$ cat src/rtl/irq_agg_pkg.sv
package irq_agg_pkg;
    typedef enum logic [1:0] {
        PIN_IDLE   = 2'd0,
        PIN_ACTIVE = 2'd1,
        PIN_GATED  = 2'd2
    } pin_state_e;

    localparam int CFG_GMASK_BIT = 0;
    localparam int CFG_OD_BIT    = 1;
    localparam int CFG_WIDTH     = 2;
endpackage

$ cat src/rtl/irq_group.sv
module irq_group #(
    parameter int WIDTH = 8
) (
    input  logic             clk,
    input  logic             rst_n,
    input  logic [WIDTH-1:0] ev_i,
    input  logic [WIDTH-1:0] clr_i,
    input  logic             mask_we_i,
    input  logic [WIDTH-1:0] mask_wd_i,
    output logic [WIDTH-1:0] sts_o,
    output logic [WIDTH-1:0] mask_o,
    output logic             prim_o
);
    logic [WIDTH-1:0] sts_q;
    logic [WIDTH-1:0] mask_q;

    // Set has priority over a simultaneous write-1 clear.
    always_ff @(posedge clk or negedge rst_n) begin
        if (!rst_n) begin
            sts_q <= '0;
        end else begin
            sts_q <= (sts_q & ~clr_i) | ev_i;
        end
    end

    always_ff @(posedge clk or negedge rst_n) begin
        if (!rst_n) begin
            mask_q <= '1;
        end else if (mask_we_i) begin
            mask_q <= mask_wd_i;
        end
    end

    always_comb begin
        prim_o = |(sts_q & ~mask_q);
    end

    assign sts_o  = sts_q;
    assign mask_o = mask_q;

    // a set bit that was not cleared stays set.
    assert_sticky_R1: assert property (@(posedge clk) disable iff (!rst_n)
        1'b1 |=> ((sts_q & $past(sts_q & ~clr_i)) == $past(sts_q & ~clr_i)));

    // every pulsed bit is set next cycle, whatever the mask or clear.
    assert_set_wins_R10: assert property (@(posedge clk) disable iff (!rst_n)
        (|ev_i) |=> ((sts_q & $past(ev_i)) == $past(ev_i)));

    // a bit only falls when a clear was written to it.
    assert_clear_only_R2: assert property (@(posedge clk) disable iff (!rst_n)
        1'b1 |=> ((($past(sts_q) & ~sts_q) & ~$past(clr_i)) == '0));
endmodule

$ cat src/rtl/irq_pin_ctrl.sv
module irq_pin_ctrl
    import irq_agg_pkg::*;
#(
    parameter int NUM_GROUPS = 4
) (
    input  logic                  clk,
    input  logic                  rst_n,
    input  logic [NUM_GROUPS-1:0] prim_i,
    input  logic [NUM_GROUPS-1:0] pmask_i,
    input  logic                  gmask_i,
    input  logic                  od_i,
    output logic                  irq_n_o,
    output logic                  irq_oe_o
);
    pin_state_e state_q, state_d;
    logic       req;

    assign req = |(prim_i & ~pmask_i);

    always_comb begin
        state_d = state_q;
        unique case (state_q)
            PIN_IDLE: begin
                if (gmask_i)  state_d = PIN_GATED;
                else if (req) state_d = PIN_ACTIVE;
            end
            PIN_ACTIVE: begin
                if (gmask_i)   state_d = PIN_GATED;
                else if (!req) state_d = PIN_IDLE;
            end
            PIN_GATED: begin
                if (!gmask_i) state_d = req ? PIN_ACTIVE : PIN_IDLE;
            end
            default: state_d = PIN_IDLE;
        endcase
    end

    always_ff @(posedge clk or negedge rst_n) begin
        if (!rst_n) state_q <= PIN_IDLE;
        else        state_q <= state_d;
    end

    always_comb begin
        irq_n_o  = 1'b1;
        irq_oe_o = !od_i;
        unique case (state_q)
            PIN_IDLE:   begin irq_n_o = 1'b1; irq_oe_o = !od_i; end
            PIN_ACTIVE: begin irq_n_o = 1'b0; irq_oe_o = 1'b1;  end
            PIN_GATED:  begin irq_n_o = 1'b1; irq_oe_o = !od_i; end
            default:    begin irq_n_o = 1'b1; irq_oe_o = !od_i; end
        endcase
    end

    // the pin asserts only if an enabled primary was set a cycle earlier.
    assert_low_needs_req_R7: assert property (@(posedge clk) disable iff (!rst_n)
        !irq_n_o |-> $past(req && !gmask_i));

    // an enabled request with no global mask asserts the pin one cycle later.
    assert_req_raises_R7: assert property (@(posedge clk) disable iff (!rst_n)
        (req && !gmask_i) |=> !irq_n_o);

    // the global mask holds the pin deasserted.
    assert_gmask_holds_R8: assert property (@(posedge clk) disable iff (!rst_n)
        gmask_i |=> irq_n_o);

    // open-drain drives only when low; push-pull always drives.
    assert_od_release_R9: assert property (@(posedge clk) disable iff (!rst_n)
        (od_i && irq_n_o) |-> !irq_oe_o);
    assert_pp_drive_R9: assert property (@(posedge clk) disable iff (!rst_n)
        !od_i |-> irq_oe_o);
endmodule

$ cat src/rtl/irq_aggregator.sv
module irq_aggregator
    import irq_agg_pkg::*;
#(
    parameter int NUM_GROUPS  = 4,
    parameter int GROUP_WIDTH = 8,
    parameter int ADDR_W      = 4
) (
    input  logic                              clk,
    input  logic                              rst_n,
    input  logic [NUM_GROUPS*GROUP_WIDTH-1:0] event_i,
    input  logic [ADDR_W-1:0]                 addr,
    input  logic                              wr_en,
    input  logic [GROUP_WIDTH-1:0]            wr_data,
    output logic [GROUP_WIDTH-1:0]            rd_data,
    output logic                              irq_n,
    output logic                              irq_oe,
    output logic                              irq_od
);
    localparam int DATA_W     = GROUP_WIDTH;
    localparam int SMASK_BASE = NUM_GROUPS;
    localparam int PRIM_ADDR  = 2 * NUM_GROUPS;
    localparam int PMASK_ADDR = PRIM_ADDR + 1;
    localparam int CFG_ADDR   = PRIM_ADDR + 2;

    logic [GROUP_WIDTH-1:0] sts_arr  [NUM_GROUPS];
    logic [GROUP_WIDTH-1:0] smask_arr[NUM_GROUPS];
    logic [NUM_GROUPS-1:0]  prim;
    logic [NUM_GROUPS-1:0]  pmask_q;
    logic [CFG_WIDTH-1:0]   cfg_q;

    for (genvar g = 0; g < NUM_GROUPS; g++) begin : g_grp
        logic [GROUP_WIDTH-1:0] clr;
        logic                   mwe;
        assign clr = (wr_en && addr == ADDR_W'(g)) ? wr_data : '0;
        assign mwe = wr_en && (addr == ADDR_W'(SMASK_BASE + g));

        irq_group #(.WIDTH(GROUP_WIDTH)) u_grp (
            .clk      (clk),
            .rst_n    (rst_n),
            .ev_i     (event_i[g*GROUP_WIDTH +: GROUP_WIDTH]),
            .clr_i    (clr),
            .mask_we_i(mwe),
            .mask_wd_i(wr_data),
            .sts_o    (sts_arr[g]),
            .mask_o   (smask_arr[g]),
            .prim_o   (prim[g])
        );
    end

    always_ff @(posedge clk or negedge rst_n) begin
        if (!rst_n) begin
            pmask_q <= '1;
            cfg_q   <= '0;
        end else if (wr_en) begin
            if (addr == ADDR_W'(PMASK_ADDR)) pmask_q <= wr_data[NUM_GROUPS-1:0];
            if (addr == ADDR_W'(CFG_ADDR))   cfg_q   <= wr_data[CFG_WIDTH-1:0];
        end
    end

    always_comb begin
        rd_data = '0;
        for (int g = 0; g < NUM_GROUPS; g++) begin
            if (addr == ADDR_W'(g))              rd_data = sts_arr[g];
            if (addr == ADDR_W'(SMASK_BASE + g)) rd_data = smask_arr[g];
        end
        if (addr == ADDR_W'(PRIM_ADDR))  rd_data = DATA_W'(prim);
        if (addr == ADDR_W'(PMASK_ADDR)) rd_data = DATA_W'(pmask_q);
        if (addr == ADDR_W'(CFG_ADDR))   rd_data = DATA_W'(cfg_q);
    end

    irq_pin_ctrl #(.NUM_GROUPS(NUM_GROUPS)) u_pin (
        .clk     (clk),
        .rst_n   (rst_n),
        .prim_i  (prim),
        .pmask_i (pmask_q),
        .gmask_i (cfg_q[CFG_GMASK_BIT]),
        .od_i    (cfg_q[CFG_OD_BIT]),
        .irq_n_o (irq_n),
        .irq_oe_o(irq_oe)
    );

    assign irq_od = cfg_q[CFG_OD_BIT];

    // unmapped addresses read zero.
    assert_unmapped_zero_R11: assert property (@(posedge clk) disable iff (!rst_n)
        (int'(addr) > CFG_ADDR) |-> (rd_data == '0));

    // a write to the primary word leaves the primary mask and configuration alone.
    assert_prim_ro_R5: assert property (@(posedge clk) disable iff (!rst_n)
        (wr_en && addr == ADDR_W'(PRIM_ADDR)) |=> ($stable(pmask_q) && $stable(cfg_q)));
endmodule

$ cat config.mk
export PLATFORM = sky130hd
export DESIGN_NAME = irq_aggregator
export DESIGN_NICKNAME = d
export VERILOG_FILES = /design/src/rtl/irq_agg_pkg.sv /design/src/rtl/irq_group.sv /design/src/rtl/irq_pin_ctrl.sv /design/src/rtl/irq_aggregator.sv
export SDC_FILE = /design/constraint.sdc
export NUM_CORES = 1
export LEC_CHECK = 0
export CORE_UTILIZATION = 45
export CTS_CLUSTER_SIZE = 10
export DETAILED_ROUTE_END_ITERATION = 10
export PLACE_DENSITY = 0.68
export SETUP_SLACK_MARGIN = 0.2
export SYNTH_ARGS = -nofsm -noshare
export SYNTH_HDL_FRONTEND = slang
export SYNTH_SLANG_ARGS = --single-unit
$ cat constraint.sdc
create_clock -name clk -period 2.9 [get_ports clk]
set_clock_uncertainty 0.2 [all_clocks]
set_input_delay 0.725 -clock clk [delete_from_list [all_inputs] [get_ports clk]]
set_output_delay 0.725 -clock clk [all_outputs]
set_load 0.05 [all_outputs]
==> results.txt, run 1 <==
The run finished, with violations left. The checks that failed: negative setup slack. The die outline height is approximately 95 um. The number of optimization iterations in the first detailed-route pass came out at 4.

The overall overflow remaining after global route is 0. For the pin with the worst max-slew slack, the measured transition is 0.640 ns. The critical path is of the input pin to primary output type. The cell at the root of the clock tree is sky130_fd_sc_hd__clkbuf_8. The total number of nets in the final design is between 500 and 600. The top cell type by total area after synthesis is sky130_fd_sc_hd__dfstp_2. The cell count after synthesis came out at around 370. The top achievable clock speed came out at ~330 MHz. The final cell area excluding filler cells came out at 5840 um2. The type of the tightest min-delay check is input pin to async pin. The final routed wirelength across all metal layers is 11700 um. Setup violations remaining at the end of the flow were counted as 8.

For this run, the leading register cell type out of synthesis is sky130_fd_sc_hd__dfstp_2. The floorplan step defined a die boundary enclosing roughly 9000 um2. The initial antenna violation count is 0. Synthesis produced a netlist with a net count of 419. The die extent in x is around 95 um. The number of routed nets with antenna violations is 0. The final antenna diode count is 0. The cell area after placement is between 5000 and 6000 um2. The tightest slew margin relative to the limit came out at between 50 and 60%.

The worst register-to-register path begins at g_grp[3].u_grp.mask_o[5]. The yosys synthesis warning count is 0. The clock passes through at most 2 buffers. The arrival time at the worst endpoint is around 2.1 ns. The endpoint kind of the worst setup timing path is a primary output. The setup check on the worst reg-to-reg path leaves a slack of about 0.86 ns. OpenSTA, run right after detailed placement, puts the worst setup slack at -0.815 ns. The worst setup path is launched from an input pin. The largest net degree at the start of global routing is 48.

The clock tree synthesis step divided the H-tree into 3 levels. After detailed routing, the number of remaining DRC violations is 0. Data on the critical path is required at its endpoint by roughly 2.0 ns.

Detailed placement ended at an HPWL of around 8500 um. The via count of the routed design is 3370. Of the cells placed in the final design, the portion with a size suffix greater than 1 is 43.4%.

The final-report max-slew violation count was 0. In the post-synthesis netlist, the biggest area contributors are sky130_fd_sc_hd__dfstp_2 (24%), sky130_fd_sc_hd__dfrtp_1 (23%), sky130_fd_sc_hd__a21o_1 (6.6%), sky130_fd_sc_hd__mux2_2 (6.4%), sky130_fd_sc_hd__nand2_1 (4.8%). The leakage power total is 2.43 nW. The tree built by TritonCTS fans out to 72 sinks.

The detailed router finished its first iteration with 125 violations. The max-capacitance violation count came out at 0. 58 I/O pins were placed. VDD sags by at most between 0.0003 and 0.0004 V. Setup repair after global routing could not meet its margin everywhere. The final weighted congestion in routability-driven placement is 0.874. Leaving out fill and tap cells, the most frequent cell in the layout is sky130_fd_sc_hd__buf_4. The first global-routing pass estimated approximately 19000 um of wire. The all-layer global routing usage is 28.5%. The async set-reset flop share out of synthesis came out at 100%. The core occupancy in the finished layout came out at a little over two thirds. The final non-filler cell total is 610. In the routed layout, each cell is associated on average with a via count of ~5.5. The initial utilization of the core area, before any placement, comes to between 40 and 50%.

For the worst-skew pair, the clock arrives at the later sink with an insertion delay of 0.36 ns. The relative area change from synthesis to final layout is 51.0%. The number of unique standard cell types used by synthesis came out at slightly below 50. The worst reg-to-reg path cell count came out at 5.

The number of cells after detailed placement is between 500 and 600. The number of flops mapped to enable cells by yosys is 0. The total power after layout is approximately 3 mW. TritonCTS built the clock tree. Dividing the detail-routed wire length by the instance count gives 19.2 um. After layout, the worst setup slack is -0.163 ns. For this design, the slowest cell found on the critical path is sky130_fd_sc_hd__a211oi_4. The number of buffers inserted during clock tree synthesis is 9. The part of the cycle the worst path needs is 106%. The final critical-path required period came out at between 3 and 4 ns.

The top cell types in the final layout, fill and taps aside, are sky130_fd_sc_hd__buf_4 (55), sky130_fd_sc_hd__nand2_1 (47), sky130_fd_sc_hd__clkdlybuf4s50_1 (43). The final hold slack is 0.188 ns. The area share of the leading cell type in the synthesized netlist is 24.4%. The port buffer count is 57.

The site row count came out at 33. Fill cells in the final layout number between 600 and 700. The hold buffer count at cts came out at 0. The cell area after technology mapping came out at 3870 um2. The mean area per synthesized cell came out at roughly 10 um2. The number of failing hold endpoints at the final stage came to 0.

After synthesis the netlist holds a flip-flop and latch count of 72. After floorplanning, the core was sized to cover around 8300 um2. The signal on the critical path passes through buf_8, buf_12, buf_8, buf_12, buf_4, mux2i_1, nor2_1, a2111oi_4, a211oi_4, buf_6. The power per cell area came out at between 500 and 600 nW/um2. The sum of negative setup slack is -1.11 ns. The longest individual stage delay on the worst path came out at 0.24 ns.

The via count of the first global-routing pass came to roughly 3500. The fraction of the yosys area taken by sequential cells is a little under half. The clock slew seen by the registers of the worst setup and hold paths came out at ~0.080 ns. The most critical setup path has its startpoint at addr[2]. The highest net fanout along the worst path is 6.
[cell type report]
class                   count  area [um2]  area share (%)
multi-input cells         252        2160            36.9
clock inverters             5        56.3           0.963
repair buffers            133        1380            23.6
flip-flops and latches     72        1850            31.6
well taps                 105         131            2.25
clock buffers              11         141            2.42
inverters                  32         135            2.31
[repair_timing]
action / in CTS / in global routing
pin swaps: 19 / 9
cloned: 2 / 0
gates resized for setup: 70 / 18
setup buffers: 20 / 2
endpoints found under the setup margin: 8 / 9
[cell families after synthesis]
| group | share of synthesized area, % |
|---|---|
| compound gates | 18.5 |
| flops | 47.7 |
| buf+inv | 5.27 |
| simple gates | 12.3 |
| mux | 16.3 |
[sequential cells by signal (all words and copies together), names as in the netlist]
name,count
cfg_q,2
g_grp.u_grp.mask_o,32
g_grp.u_grp.sts_o,32
pmask_q,4
u_pin.state_q,2
[final timing paths]
| path | to |
|---|---|
| worst min register to register | u_pin.state_q[1] |
| worst max register to register | u_pin.state_q[0] |
| worst min-delay path | cfg_q[1] |
| max in group asynchronous | g_grp[0].u_grp.mask_o[4] |
| worst max-delay path | rd_data[2] |
| min in group clk | u_pin.state_q[1] |
[per-layer routing]
metal	global-route usage, %	routed length [um]	vias to the layer above
li1	-	-	1582
met1	36.3	4960	1663
met2	48.1	5930	103
met3	6.44	580	22
met4	8.46	234	0
met5	0	0	-
[Yosys cell counts, types with 4 or more instances]
cell and n:
sky130_fd_sc_hd__a21o_1 34, sky130_fd_sc_hd__a21oi_1 12, sky130_fd_sc_hd__buf_2 4, sky130_fd_sc_hd__clkbuf_1 8, sky130_fd_sc_hd__dfrtp_1 36, sky130_fd_sc_hd__dfstp_2 36
sky130_fd_sc_hd__inv_1 30, sky130_fd_sc_hd__mux2_1 12, sky130_fd_sc_hd__mux2_2 22, sky130_fd_sc_hd__mux2i_1 9, sky130_fd_sc_hd__mux4_2 7, sky130_fd_sc_hd__nand2_1 50
sky130_fd_sc_hd__nand2b_1 10, sky130_fd_sc_hd__nand3_1 4, sky130_fd_sc_hd__nor2_1 16, sky130_fd_sc_hd__nor3_1 7, sky130_fd_sc_hd__o21a_1 5, sky130_fd_sc_hd__o21ai_0 13
sky130_fd_sc_hd__o22ai_1 14
[worst max-delay path, delay by kind of cell]
kind	cells	cell delay [ns]
AOI/OAI and AO/OA	2	0.32
buffers and inverters	6	0.81
muxes	1	0.11
and+or+nand+nor	1	0.19
[power breakdown]
| group | total (mW) | internal (mW) | switching (mW) |
|---|---|---|---|
| Sequential | 1.36 | 1.23 | 0.131 |
| Combinational | 0.836 | 0.433 | 0.403 |
| Clock | 0.809 | 0.420 | 0.389 |
Power figures use the tool's default switching activity.
==> inputs of run 2 (changes only) <==
--- a/config.mk
+++ b/config.mk
@@ -5,6 +5,7 @@
 export SDC_FILE = /design/constraint.sdc
 export NUM_CORES = 1
 export LEC_CHECK = 0
+export CORE_ASPECT_RATIO = 1.5
 export CORE_UTILIZATION = 45
 export CTS_CLUSTER_SIZE = 10
 export DETAILED_ROUTE_END_ITERATION = 10
==> results.txt, run 2 (same netlist as run 1, synthesis figures left out) <==
The largest net degree at the start of global routing is 73. In this run the horizontal extent of the chip is just under 80 um. The power per cell area came out at approximately 570 nW/um2. The final hold slack is ~0.2 ns. The port buffer count came out at 57. The number of buffers inserted during clock tree synthesis came out at 9.

The initial cell density of the core came out at a little under half. The TritonCTS clock tree is done. The final-report max-slew violation count is 0. The leakage power total is approximately 2.5 nW. Measured along the y axis, the die boundary spans between 100 and 150 um. The arrival time at the worst endpoint is 2.14 ns. The critical path in this run is classified as input pin to primary output. The top achievable clock speed came out at around 330 MHz. Max-cap violations in this run came to 0. The first TritonRoute pass finished after 4 iterations.

between 50 and 60 I/O pins were placed. The average wire per standard cell is between 15 and 20 um. The detailed-placement wirelength estimate is a little over 8000 um.

The number of design rule violations left after detail routing came out at 0. The final reports fail on negative setup slack. The total number of clock tree sinks came out at 72.

Setup repair after global routing could not meet its margin everywhere. The highest net fanout along the worst path is 7. The site row count came out at slightly above 40. The die area is 8980 um2. The number of failing hold endpoints at the final stage is 0. The first global-routing pass estimated roughly 19000 um of wire. The first-iteration detailed-routing DRC count came out at about 230. The congestion estimate from routability-driven global placement came to between 0.8 and 0.9. The initial antenna violation count came out at 0. The post-layout worst setup margin is -0.166 ns. The clock slew seen by the registers of the worst setup and hold paths came out at 0.06 ns.

For the pin with the worst max-slew slack, the measured transition is between 0.5 and 0.6 ns. The number of routed nets with antenna violations came out at 0. The final non-filler cell total is between 600 and 700.

The H-tree depth is 3. The maximum clock insertion buffer count is 2. The most common cell after layout, fill and taps aside is sky130_fd_sc_hd__buf_4. The number of vias per cell after detailed routing is roughly 5.7. The tightest slew margin relative to the limit came out at ~65%.

The hold buffer count at cts is 0. From synthesis to final layout, the design area changed by 53.2%. The later pin in the worst-skew pair is clocked with a latency of between 0.3 and 0.4 ns.

The worst setup path is launched from an input pin. The worst path in the final design needs a cycle of just over 3 ns, including I/O delays and setup. The endpoint kind of the worst setup timing path is a primary output. The via count of the first global-routing pass came to between 3000 and 4000. The share of final-layout standard cells stronger than drive strength 1 is 44.0%. Across the VDD grid, the largest voltage drop is ~0.00036 V. The final routed wirelength across all metal layers is roughly 12000 um. The final antenna diode count is 0. Counting tap cells, the placed design contains a total of between 500 and 600 instances. The sum of negative setup slack is -0.723 ns. In the finished design, the share of the clock period the worst path needs comes to 106%. The all-layer global routing usage is a little under 30%. The type of the tightest min-delay check is input pin to async pin. The standard cell core area came out at 8360 um2. The total overflow left after global routing is 0. The run finished, with violations left. At the worst endpoint, the required time is between 1.5 and 2 ns. After the last flow step, the layout net total stands at 547. The routed layout has between 3000 and 4000 vias. The tree is rooted in a sky130_fd_sc_hd__clkbuf_16. The library cells used most frequently in the layout, excluding fill and tap cells, are sky130_fd_sc_hd__buf_4 (56), sky130_fd_sc_hd__nand2_1 (46), sky130_fd_sc_hd__clkdlybuf4s50_1 (43).

The total setup violations reported at the end of the flow is 8.
-- run 2: changes by cell type in the layout (fill, tap and decap cells not counted), moves of 2 or more --
cell                        delta
sky130_fd_sc_hd__buf_6         +5
sky130_fd_sc_hd__nor3_1        +2
sky130_fd_sc_hd__nor2b_2       -2
sky130_fd_sc_hd__buf_12        -5
sky130_fd_sc_hd__clkbuf_16     +9
sky130_fd_sc_hd__nor2_1        -2
sky130_fd_sc_hd__a21oi_1       -2
sky130_fd_sc_hd__nor2_2        +2
sky130_fd_sc_hd__clkbuf_8      -9
sky130_fd_sc_hd__a21oi_2       +2
-- run 2: layout make-up --
class / count / area (um2)
Fill cell: 628 / 2430
Multi-Input combinational cell: 252 / 2180
Sequential cell: 72 / 1850
Timing Repair Buffer: 133 / 1320
Clock buffer: 11 / 243
Tap cell: 107 / 134
Inverter: 32 / 128
Clock inverter: 5 / 81.3
-- run 2: per-layer routing --
layer / global-route usage (%) / vias up / routed length [um]
met2: 49.5 / 124 / 6160
met3: 5.75 / 42 / 596
met4: 19.1 / 0 / 593
met1: 32.9 / 1708 / 4560
met5: 0 / - / 0
li1: - / 1591 / -
-- run 2: worst max-delay path, cell delays in order --
cell                       delay, ns
sky130_fd_sc_hd__buf_8          0.08
sky130_fd_sc_hd__buf_12         0.12
sky130_fd_sc_hd__buf_8          0.13
sky130_fd_sc_hd__buf_4          0.11
sky130_fd_sc_hd__mux4_2         0.55
sky130_fd_sc_hd__o21bai_4       0.18
sky130_fd_sc_hd__a21oi_4        0.09
sky130_fd_sc_hd__buf_12         0.16
-- run 2: final timing paths --
| path | from | end | slack (ns) | depth (start not counted) |
|---|---|---|---|---|
| max in group asynchronous | rst_n | g_grp[0].u_grp.mask_o[2] | 1.93 | 2 |
| min | rst_n | g_grp[3].u_grp.sts_o[0] | 0.20 | 2 |
| min in group clk | u_pin.state_q[1] | u_pin.state_q[1] | 0.28 | 1 |
| max reg2reg | g_grp[3].u_grp.mask_o[0] | u_pin.state_q[0] | 0.96 | 5 |
| min reg2reg | u_pin.state_q[1] | u_pin.state_q[1] | 0.28 | 1 |
| max | addr[2] | rd_data[6] | -0.17 | 8 |
-- run 2: per-stage QoR --
step	cell area, um2	utilization, %	setup WS (ns)	total power, mW
after CTS	5790	69.2	-0.157	3.37
after global placement	5040	60.2	-0.623	2.05
after detailed placement	5040	60.2	-0.642	2.07
final	5930	70.9	-0.166	3.38
after floorplan	4020	-	0.0221	1.76
after global routing	5930	70.9	-0.192	3.50
-- run 2: power breakdown --
part | internal, mW | switching (mW)
logic | 0.418 | 0.395
registers | 1.23 | 0.134
clock network | 0.776 | 0.421
-- run 2: repair_timing --
item | 4_1_cts | 5_1_grt
endpoints found under the setup margin | 8 | 9
gates resized for setup | 66 | 31
buffers inserted | 20 | 4
gates cloned | 3 | 0
pin swaps | 18 | 17
==> inputs of run 3 (changes only) <==
--- a/config.mk
+++ b/config.mk
@@ -13,4 +13,5 @@
 export SETUP_SLACK_MARGIN = 0.2
 export SYNTH_ARGS = -nofsm -noshare
 export SYNTH_HDL_FRONTEND = slang
+export SYNTH_HIERARCHICAL = 1
 export SYNTH_SLANG_ARGS = --single-unit
==> results.txt, run 3 <==
The fraction of the yosys area taken by sequential cells came out at between 40% and 50%. In the synthesized netlist, the number of instances is roughly 380. The peak supply drop is approximately 0.00043 V. TritonCTS built the clock tree.

The initialized floorplan defines 41 standard-cell rows. The async set-reset flop share out of synthesis came out at 100%. The checks that failed: negative setup slack.

The count of nets left with antenna violations once routing finished came out at 0. The commonest register cell after synthesis is sky130_fd_sc_hd__dfstp_2. The initial antenna violation count came out at 0. The final cell area excluding filler cells came out at 6120 um2. STA classifies the critical path startpoint as a flip-flop. The top achievable clock speed came out at about 320 MHz.

In the detailed route, the total length drawn on met3 is 404 um. The number of optimization iterations in the first detailed-route pass came out at 4. The sum of negative setup slack is -0.784 ns. sky130_fd_sc_hd__dfstp_2 takes more of the synthesized area than any other cell. Dividing the detail-routed wire length by the instance count gives 20.3 um. The number of failing hold endpoints at the final stage is 0. The final antenna diode count is 0.

The via count of the routed design came out at between 3000 and 4000. The port buffer count is 57. The clock tree synthesis step divided the H-tree into 3 levels. The fill cell total of the finished layout is approximately 640.

The standard cell core area is 8520 um2. For this run, the number of Yosys warnings is 6. The number of primary I/O pins is between 50 and 60. The core occupancy in the finished layout came out at a little under three quarters. The commonest cells after synthesis are sky130_fd_sc_hd__mux2_2 (38), sky130_fd_sc_hd__dfrtp_1 (36), sky130_fd_sc_hd__dfstp_2 (36), sky130_fd_sc_hd__and2_1 (35), sky130_fd_sc_hd__o21bai_1 (32). In the final routing, the length of wire on met1 measures roughly 5000 um. The longest individual stage delay on the worst path came out at roughly 0.56 ns.

The maximum clock insertion buffer count is 2. Among all stages on the critical path, the largest delay is contributed by sky130_fd_sc_hd__or4_4. After synthesis, the mean cell area works out to 10.4 um2. Counting the buffers created by CTS gives 9.

Yosys instantiated no cell more often than sky130_fd_sc_hd__mux2_2. Together, buffers and inverters on the worst path number 1. The root buffer cell chosen for the clock tree is sky130_fd_sc_hd__clkbuf_16. The library cells used most frequently in the layout, excluding fill and tap cells, are sky130_fd_sc_hd__buf_4 (62), sky130_fd_sc_hd__clkdlybuf4s50_1 (43), sky130_fd_sc_hd__mux2_2 (38). The clock slew seen by the registers of the worst setup and hold paths came out at approximately 0.06 ns. The power per cell area came out at approximately 560 nW/um2. In the finished design, the share of the clock period the worst path needs comes to 107%. The number of design rule violations left after detail routing is 0.

The category of the critical setup timing path is flip-flop to primary output. The multi-input logic area came out at 2270 um2. The die extent in x is between 70 and 80 um. The signal on the critical path passes through o22ai_2, or4_4, a211oi_2, o221a_1, a21oi_4, buf_12. The clock insertion delay at the later pin of the skew report is roughly 0.34 ns.

The initial cell density of the core came out at ~47%. The routed design could run at a clock period as short as between 3 and 4 ns. The number of vias per cell after detailed routing came out at ~5.6. The mapped netlist covers ~4000 um2.

Sorting the synthesized cells by area gives the leading types as sky130_fd_sc_hd__dfstp_2 (24%), sky130_fd_sc_hd__dfrtp_1 (23%), sky130_fd_sc_hd__mux2_2 (11%), sky130_fd_sc_hd__o21bai_1 (6.0%), sky130_fd_sc_hd__and2_1 (5.5%). The relative area change from synthesis to final layout came out at 53.3%. The die area is about 9300 um2.

The number of nets in the synthesized netlist is between 400 and 500. Of the cells placed in the final design, the portion with a size suffix greater than 1 is 47.6%. STA classifies the critical path endpoint as a primary output. In the final design database the tool counted between 500 and 600 nets.

The via count of the first global-routing pass came out at slightly below 4000. In this run the static leakage power is ~2.8 nW. The path class of the tightest hold or removal check is input pin to async pin.

In the post-route analysis, the smallest setup slack over all paths is -0.215 ns. The all-layer global routing usage is about 30%. The tightest slew margin relative to the limit is 66.6%. The highest layer touched by signal routing is met4. In this run, placement finished with an instance count of about 580. Entering global routing, the biggest net connects 73 pins.

The total power after layout is between 3 and 4 mW. Grouping stages by cell kind, the critical path spends the most delay in compound AO/OA/AOI/OAI gates. The number of flops mapped to enable cells by yosys is 0.

The final routed wirelength across all metal layers came out at ~13000 um. In this run the biggest area consumer among cell types represents between 20% and 30% of the synthesized area. The flow ran to the end, but the final reports show violations.

Along the worst path, the maximum fanout reaches 2. The count of cells in the finished layout, fillers not included, comes to about 630. The cell area after placement came out at between 5000 and 6000 um2. Setup repair after global routing could not meet its margin everywhere. At the pin with the least slew margin, the transition time is about 0.50 ns.

The final-report max-slew violation count is 0. The first-iteration detailed-routing DRC count came out at approximately 190. The total of flip-flops plus latches after synthesis is around 70. The number of different library cells used by synthesis comes to between 50 and 60.

The die outline height is about 120 um. The wire length of the first global-routing pass came out at approximately 20000 um. Leaving out fill and tap cells, the most frequent cell in the layout is sky130_fd_sc_hd__buf_4. The total overflow left after global routing is 0. The final weighted congestion in routability-driven placement is between 0.9 and 1. The max-capacitance violation count came out at 0.

The detailed-placement wirelength estimate came out at 8960 um. Summed over all nets, wire length on met2 after detailed routing comes to 6870 um. Setup violations remaining at the end of the flow were counted as 7.

The storage element area came out at ~1800 um2. Counting every sink on the clock net gives a little over 70. At the worst endpoint, the arrival time is ~2.2 ns. The required time at the endpoint of the critical path is around 2 ns.
[run 3: cell types whose count changed after synthesis, moves of 6 or more]
cell,change
sky130_fd_sc_hd__mux2_1,-11
sky130_fd_sc_hd__mux4_2,-6
sky130_fd_sc_hd__nand2_1,-34
sky130_fd_sc_hd__a21o_1,-34
sky130_fd_sc_hd__o21ai_1,+6
sky130_fd_sc_hd__clkbuf_1,-6
sky130_fd_sc_hd__nor2_1,+7
sky130_fd_sc_hd__mux2_2,+16
sky130_fd_sc_hd__and2_1,+35
sky130_fd_sc_hd__nand2b_1,-8
sky130_fd_sc_hd__o21bai_1,+31
[run 3: what timing repair did]
action                                  CTS  global route
resized for setup                        70            29
pin swaps                                16            14
cloned                                    5             0
endpoints found under the setup margin    8             9
setup buffers                            19             4
hold buffers                              0             0
[run 3: power by group]
part	switching, mW	internal [mW]	total [mW]
Clock	0.432	0.695	1.13
Combinational	0.437	0.494	0.931
Sequential	0.121	1.23	1.35
Total	0.990	2.42	3.41
[run 3: final timing paths]
check	to	slack, ns	startpoint	cells past startpoint
min reg2reg	u_pin/state_q[1]	0.27	u_pin/state_q[1]	1
max in group asynchronous	g_grp[1].u_grp/mask_o[7]	1.94	rst_n	2
max	rd_data[0]	-0.21	g_grp[0].u_grp/mask_o[6]	6
min in group clk	u_pin/state_q[1]	0.27	u_pin/state_q[1]	1
min	g_grp[3].u_grp/sts_o[0]	0.22	rst_n	2
max reg2reg	u_pin/state_q[0]	0.78	g_grp[3].u_grp/sts_o[0]	5
[run 3: worst reg2reg max path, delay by kind of cell, from the launching register on]
kind / cells / cell delay (ns)
buffers and inverters: 1 / 0.10
AO/OA/AOI/OAI: 2 / 0.53
AND/OR/NAND/NOR: 2 / 0.74
flip-flops: 1 / 0.43
[run 3: through the flow]
step                      setup WS [ns]  hold WS [ns]
after detailed placement         -0.639         0.257
after CTS                        -0.219         0.227
after floorplan                  0.0903         0.229
final                            -0.215         0.221
after global routing             -0.268         0.234
after global placement           -0.633         0.249
[run 3: final cells by class]
cell class	instances	area share, %
Clock inverter	5	1.04
Multi-Input combinational cell	259	37.0
Sequential cell	72	30.2
Inverter	37	2.74
Timing Repair Buffer	135	22.5
Tap cell	107	2.19
Clock buffer	11	3.96
Timing Repair inverter	2	0.327
[run 3: cell families (layout without fill, tap and decap cells)]
| kind of cell | Yosys count | in the layout | synth area share [%] |
|---|---|---|---|
| muxes | 48 | 48 | 14.4 |
| buffers and inverters | 53 | 190 | 5.89 |
| AOI/OAI and AO/OA | 110 | 110 | 19.8 |
| and+or+nand+nor | 101 | 101 | 13.7 |
| DFF | 72 | 72 | 46.3 |
[run 3: routing by layer]
metal	vias up	track usage, %
met4	0	15.5
met2	96	53.0
met5	-	0
li1	1640	-
met3	36	5.53
met1	1746	32.2
